$ cat src/rtl/irq_seq_pkg.sv
package irq_seq_pkg;
  typedef enum logic [0:0] {
    ST_IDLE = 1'b0,
    ST_ACK  = 1'b1
  } seq_state_t;

  localparam int unsigned VEC_W_DEF   = 8;
  localparam int unsigned NMI_IDX_DEF = 2;
endpackage

$ cat src/rtl/irq_nmi_sync.sv
module irq_nmi_sync #(
  parameter int unsigned STAGES = 2
) (
  input  logic clk,
  input  logic rst,
  input  logic pin_i,
  output logic rise_o
);
  logic [STAGES:0] chain_q;

  always_ff @(posedge clk) begin
    if (rst) chain_q <= '0;
    else     chain_q <= {chain_q[STAGES-1:0], pin_i};
  end

  // rise seen at the synchronizer output versus one cycle later
  assign rise_o = chain_q[STAGES-1] & ~chain_q[STAGES];
endmodule

$ cat src/rtl/irq_nmi_track.sv
module irq_nmi_track (
  input  logic clk,
  input  logic rst,
  input  logic rise_i,
  input  logic take_i,
  input  logic iret_i,
  output logic ready_o,
  output logic busy_o
);
  logic pend_q;
  logic busy_q;

  always_ff @(posedge clk) begin
    if (rst) begin
      pend_q <= 1'b0;
      busy_q <= 1'b0;
    end else begin
      if (rise_i)      pend_q <= 1'b1;
      else if (take_i) pend_q <= 1'b0;
      if (take_i)      busy_q <= 1'b1;
      else if (iret_i) busy_q <= 1'b0;
    end
  end

  assign ready_o = pend_q & ~busy_q;
  assign busy_o  = busy_q;

  // a new edge is never lost
  a_r11_edge_kept: assert property (@(posedge clk) disable iff (rst)
    rise_i |=> pend_q);
  // service persists until a return
  a_r10_busy_until_iret: assert property (@(posedge clk) disable iff (rst)
    (busy_q && !iret_i) |=> busy_q);
endmodule

$ cat src/rtl/irq_ie_flag.sv
module irq_ie_flag (
  input  logic clk,
  input  logic rst,
  input  logic take_i,
  input  logic iret_i,
  input  logic restore_i,
  input  logic set_i,
  input  logic clr_i,
  output logic ie_o
);
  logic ie_q;

  always_ff @(posedge clk) begin
    if (rst)         ie_q <= 1'b0;
    else if (take_i) ie_q <= 1'b0;
    else if (iret_i) ie_q <= restore_i;
    else if (set_i)  ie_q <= 1'b1;
    else if (clr_i)  ie_q <= 1'b0;
  end

  assign ie_o = ie_q;

  // entry always leaves the flag cleared
  a_r8_take_clears: assert property (@(posedge clk) disable iff (rst)
    take_i |=> !ie_q);
  // a return without entry reloads the saved bit
  a_r9_iret_restore: assert property (@(posedge clk) disable iff (rst)
    (iret_i && !take_i) |=> (ie_q == $past(restore_i)));
endmodule

$ cat src/rtl/irq_entry_seq.sv
module irq_entry_seq
  import irq_seq_pkg::*;
#(
  parameter int unsigned VEC_W       = VEC_W_DEF,
  parameter int unsigned NMI_IDX     = NMI_IDX_DEF,
  parameter int unsigned SYNC_STAGES = 2
) (
  input  logic             clk,
  input  logic             rst,
  input  logic             insn_bnd_i,
  input  logic             exc_req_i,
  input  logic [VEC_W-1:0] exc_vec_i,
  input  logic             nmi_pin_i,
  input  logic             intr_lvl_i,
  output logic             inta_req_o,
  input  logic             inta_ack_i,
  input  logic [VEC_W-1:0] inta_vec_i,
  input  logic             ie_set_i,
  input  logic             ie_clr_i,
  input  logic             iret_i,
  input  logic             iret_ie_i,
  output logic             take_o,
  output logic [VEC_W-1:0] take_vec_o,
  output logic             saved_ie_o,
  output logic             ret_fault_o,
  output logic             ie_o,
  output logic             nmi_busy_o
);
  localparam logic [VEC_W-1:0] NMI_VEC = VEC_W'(NMI_IDX);

  seq_state_t state_q;
  logic nmi_rise, nmi_ready, nmi_busy, ie;
  logic at_idle, go_exc, go_nmi, go_ext, ack_done, take_now;

  irq_nmi_sync #(.STAGES(SYNC_STAGES)) u_sync (
    .clk(clk), .rst(rst), .pin_i(nmi_pin_i), .rise_o(nmi_rise)
  );

  irq_nmi_track u_track (
    .clk(clk), .rst(rst), .rise_i(nmi_rise), .take_i(go_nmi),
    .iret_i(iret_i), .ready_o(nmi_ready), .busy_o(nmi_busy)
  );

  irq_ie_flag u_ie (
    .clk(clk), .rst(rst), .take_i(take_now), .iret_i(iret_i),
    .restore_i(iret_ie_i), .set_i(ie_set_i), .clr_i(ie_clr_i), .ie_o(ie)
  );

  // source arbitration: exception, then pending NMI, then maskable
  always_comb begin
    at_idle  = (state_q == ST_IDLE);
    go_exc   = at_idle & insn_bnd_i & exc_req_i;
    go_nmi   = at_idle & insn_bnd_i & ~exc_req_i & nmi_ready;
    go_ext   = at_idle & insn_bnd_i & ~exc_req_i & ~nmi_ready
             & intr_lvl_i & ie & ~nmi_busy;
    ack_done = (state_q == ST_ACK) & inta_ack_i;
    take_now = go_exc | go_nmi | ack_done;
  end

  always_ff @(posedge clk) begin
    if (rst) begin
      state_q     <= ST_IDLE;
      take_o      <= 1'b0;
      take_vec_o  <= '0;
      saved_ie_o  <= 1'b0;
      ret_fault_o <= 1'b0;
    end else begin
      if (go_ext)        state_q <= ST_ACK;
      else if (ack_done) state_q <= ST_IDLE;
      take_o <= take_now;
      if (take_now) begin
        saved_ie_o  <= ie;
        ret_fault_o <= go_exc;
        if (go_exc)      take_vec_o <= exc_vec_i;
        else if (go_nmi) take_vec_o <= NMI_VEC;
        else             take_vec_o <= inta_vec_i;
      end
    end
  end

  assign inta_req_o = (state_q == ST_ACK);
  assign ie_o       = ie;
  assign nmi_busy_o = nmi_busy;

  // entering NMI service coincides with an index-2 entry
  a_r3_nmi_entry: assert property (@(posedge clk) disable iff (rst)
    $rose(nmi_busy) |-> (take_o && take_vec_o == NMI_VEC && !ret_fault_o));
  // the fetch request waits for its acknowledge
  a_r6_req_hold: assert property (@(posedge clk) disable iff (rst)
    (inta_req_o && !inta_ack_i) |=> inta_req_o);
  // a fetch starts only with the flag set and no NMI service
  a_r5_req_gated: assert property (@(posedge clk) disable iff (rst)
    $rose(inta_req_o) |-> ($past(ie) && !$past(nmi_busy)));
  // during service only exceptions enter
  a_r10_only_exc: assert property (@(posedge clk) disable iff (rst)
    (take_now && nmi_busy) |-> go_exc);
  // an entry strobe sees the flag already cleared
  a_r8_strobe_flag: assert property (@(posedge clk) disable iff (rst)
    take_o |-> !ie_o);
endmodule

$ cat config.mk
export PLATFORM = sky130hd
export DESIGN_NAME = irq_entry_seq
export DESIGN_NICKNAME = d
export VERILOG_FILES = /design/src/rtl/irq_seq_pkg.sv /design/src/rtl/irq_nmi_sync.sv /design/src/rtl/irq_nmi_track.sv /design/src/rtl/irq_ie_flag.sv /design/src/rtl/irq_entry_seq.sv
export SDC_FILE = /design/constraint.sdc
export NUM_CORES = 1
export LEC_CHECK = 0
export BUFFER_PORTS_ARGS = -buffer_cell sky130_fd_sc_hd__buf_2
export CAP_MARGIN = 20
export CORE_UTILIZATION = 44
export DETAILED_ROUTE_END_ITERATION = 12
export GPL_TIMING_DRIVEN = 0
export PLACE_DENSITY_LB_ADDON = 0.12
export SETUP_SLACK_MARGIN = 0.5
export SKIP_CTS_REPAIR_TIMING = 1
export SLEW_MARGIN = 5
export SYNTH_ARGS = -nofsm -noshare
export SYNTH_HDL_FRONTEND = slang
export SYNTH_HIERARCHICAL = 1
export SYNTH_SLANG_ARGS = --single-unit
$ cat constraint.sdc
create_clock -name clk -period 1.6 [get_ports clk]
set_clock_uncertainty 0.05 [all_clocks]
set_input_delay 0 -clock clk [delete_from_list [all_inputs] [get_ports clk]]
set_output_delay 0 -clock clk [all_outputs]
set_load 0.02 [all_outputs]
==> run_results.csv <==
group,metric,value,unit
outcome,status,"finished, violations left",
outcome,failed_checks,"negative hold slack",
synthesis,synthCells,88,
setup_path,critPathLaunchType,"flip-flop",
run,drv_cap,0,
synthesis,synth_mux_area_frac,0.0119,
synthesis,syn_avg_cell_area,9.53,um^2
hold_path,min_path_type,"in -> reg",
synthesis,synth_cell_types,28,
setup_path,path_cells,"nor2b_4, nor2_4, o21a_4, buf_6, a221oi_2",
setup_path,worst_path_largest_cell_delay,0.34,ns
detailed_routing,post_drt_wl_per_cell,11.9,um
floorplan,die-width,45.7,um
finish,utilization,0.752,
synthesis,synth_compound_area_frac,0.269,
setup_path,ff2ff_path_depth,5,
sta,drv_slew,0,
setup_path,cp.depth,5,
sta,fin_setup_tns,0,ns
power_and_ir_drop,power.internal,732,uW
sta,hold_violations,6,
finish,n_antenna_cell,0,
setup_path,cpLargestDelayFamily,"compound AO/OA/AOI/OAI gates",
power_and_ir_drop,max-vdd-ir-drop,0.569,mV
floorplan,initial_utilization,0.475,
power_and_ir_drop,swShare,0.270,
placed_design,place_inst,153,
setup_path,worstPathMaxFanout,5,
placed_design,numPortBuffers,40,
detailed_routing,wirelength,2.07,mm
sta,tightest_slew,0.620,ns
synthesis,ys_ff_latch,18,
setup_path,critPathKind,"reg -> reg",
setup_path,critical_path.endpoint,"take_vec_o[7]",
finish,nets,177,
floorplan,die_h,45.7,um
setup_path,cp.arrival,1.46,ns
finish,instances_no_fill,174,
floorplan,coreArea,1760,um^2
clock_network,clock_path_buffers,2,
floorplan,io_pins,41,
synthesis,yosysWarnings,6,
detailed_routing,antenna_left,0,
synthesis,synth_top_family_by_area,"compound AO/OA/AOI/OAI gates",
detailed_routing,via_per_inst,4.88,
detailed_routing,drt-initial-drc-count,7,
synthesis,synthXorXnorAreaFrac,0,
power_and_ir_drop,pwr-share-seq,0.483,
clock_network,clkSlewWorstSetupHoldPaths,0.10,ns
sta,hold_slack,-0.0761,ns
power_and_ir_drop,p_clk_frac,0.275,
power_and_ir_drop,power_frac_comb,0.242,
synthesis,synth_adder_area_share,0,
global_route,grt_pass1_wl,2.94,mm
setup_path,rr_endpoint,"take_vec_o[7]",
clock_network,cts_tree,"done",
floorplan,row_count,15,
sta,setup_viol,0,
detailed_routing,vias,849,
setup_path,endpoint_kind,"flip-flop",
power_and_ir_drop,power.total,1.00,mW
global_route,track_usage,0.200,
power_and_ir_drop,p_per_area,757,nW/um^2
finish,drive_gt1_frac,0.497,
clock_network,clock-sinks,18,
power_and_ir_drop,power.switching,271,uW
global_route,grt_max_degree,11,
synthesis,synthSimpleGateAreaFrac,0.209,
clock_network,cts_buffers,3,
sta,slew_headroom,0.587,
global_route,grt_pass1_vias,671,
global_route,grt_remaining_overflow,0,
sta,min_period,1.31,ns
setup_path,path_buf_inv,1,
setup_path,cp.required,1.76,ns
setup_path,reg2reg_slack,0.29,ns
setup_path,slowest_stage,"dfxtp_2",
clock_network,clock_latency,0.29,ns
detailed_routing,drt-pass1-iter-count,4,
placed_design,gp_congestion,0.729,
finish,syn2layout_area_growth,58.2,%
global_route,antenna_found_initial,0,
hold_path,min-delay-start,"rst",
floorplan,die_area,2080,um^2
setup_path,critPathLaunch,"u_track/pend_q",
synthesis,synthesis.nets,115,
placed_design,dp_hpwl,1.36,mm
sta,rsz0062_at_grt,"yes",
clock_network,cts_root_buf,"clkbuf_4",
sta,layout_worst_path_cycle_share,0.816,
clock_network,htreeDepth,1,
synthesis,syn_area,838,um^2
sta,max_freq,0.766,GHz
synthesis,seq_area_frac_synth,0.430,
setup_path,r2r-start,"u_track/pend_q",
power_and_ir_drop,p_leak,0.576,nW
detailed_routing,drc,0,
## cells in the final DEF, fill, tap and decap left out, drive strengths merged, types with 3 or more instances in the layout
cell	count
o22ai	7
nor2	3
buf	48
inv	11
clkbuf	6
a21oi	4
dfxtp	18
dlygate4sd3	11
nand2b	5
a221oi	7
nand2	10
nor2b	6
## power groups by stage
stage	registers [mW]	clock network, mW	logic, mW
floorplan	0.521	0	0.0962
global placement	0.493	0	0.195
detailed placement	0.495	0	0.198
CTS	0.484	0.295	0.199
global route	0.488	0.303	0.263
finish	0.484	0.276	0.243
## how the worst min path moves through the flow
stage / end / slack [ns] / cells after the start
after floorplan: u_track/busy_o / 0.009 / 1
final: u_track/pend_q / -0.08 / 2
after global placement: u_sync/chain_q[0] / 0.16 / 2
after detailed placement: u_sync/chain_q[0] / 0.17 / 2
after global routing: u_track/pend_q / -0.07 / 2
after CTS: u_sync/chain_q[0] / -0.15 / 2
## cell usage after synthesis (all sizes together)
library cell	instances	area share
nor2b	6	0.048
o21ai	1	0.0060
o211ai	1	0.0090
dfxtp	18	0.43
nand3b	1	0.0090
and3b	1	0.010
nor2	3	0.022
inv	11	0.049
mux2i	1	0.012
a21oi	4	0.028
nor3b	1	0.0090
clkbuf	2	0.0090
a2111oi	1	0.018
o22ai	7	0.052
buf	2	0.022
or4	1	0.0090
nand4b	1	0.010
o21a	2	0.018
nand3	1	0.0060
a221oi	7	0.13
nand2	10	0.048
a32o	1	0.012
nand2b	5	0.037
## sequential cells by signal (all words and copies together) (netlist names)
name,count
take_vec_o,8
u_sync/chain_q,3
inta_req_o,1
ret_fault_o,1
saved_ie_o,1
take_o,1
u_ie/ie_o,1
u_track/busy_o,1
u_track/pend_q,1
## logic make-up after synthesis
group | count (synthesis)
AO/OA/AOI/OAI | 24
AND/OR/NAND/NOR | 30
buffers and inverters | 15
flip-flops | 18
multiplexers | 1
## per-stage QoR
step | cell area, um^2 | worst slack [ns]
2_1_floorplan | 870 | 0.318
3_5_place_dp | 1100 | 0.196
3_3_place_gp | 1100 | 0.210
5_1_grt | 1330 | 0.233
6_report | 1330 | 0.294
4_1_cts | 1140 | 0.160
## worst reg2reg max path: stages, from the launching register on
cell,delay (ns)
dfxtp_2,0.34
nor2b_4,0.16
nor2_4,0.06
o21a_4,0.23
buf_6,0.14
a221oi_2,0.25
## layer usage
layer  up-vias  wire length [um]  track usage  part of all wire
met5         -                 0            0                 0
met4         0                21        0.109             0.010
met3         2                83       0.0357             0.040
met2        28              1020        0.326              0.49
met1       384               941        0.247              0.46
li1        435                 -            -                 -
## cell type report
class                      instances  area (um^2)
sequential                        18          369
inverter                          11         41.3
multi-input combinational         55          458
tap                               25         31.3
timing repair buffer              57          359
buffer                             4         31.3
fill                             151          438
clock buffer                       4         36.3
(Power assumes the default switching activity.)
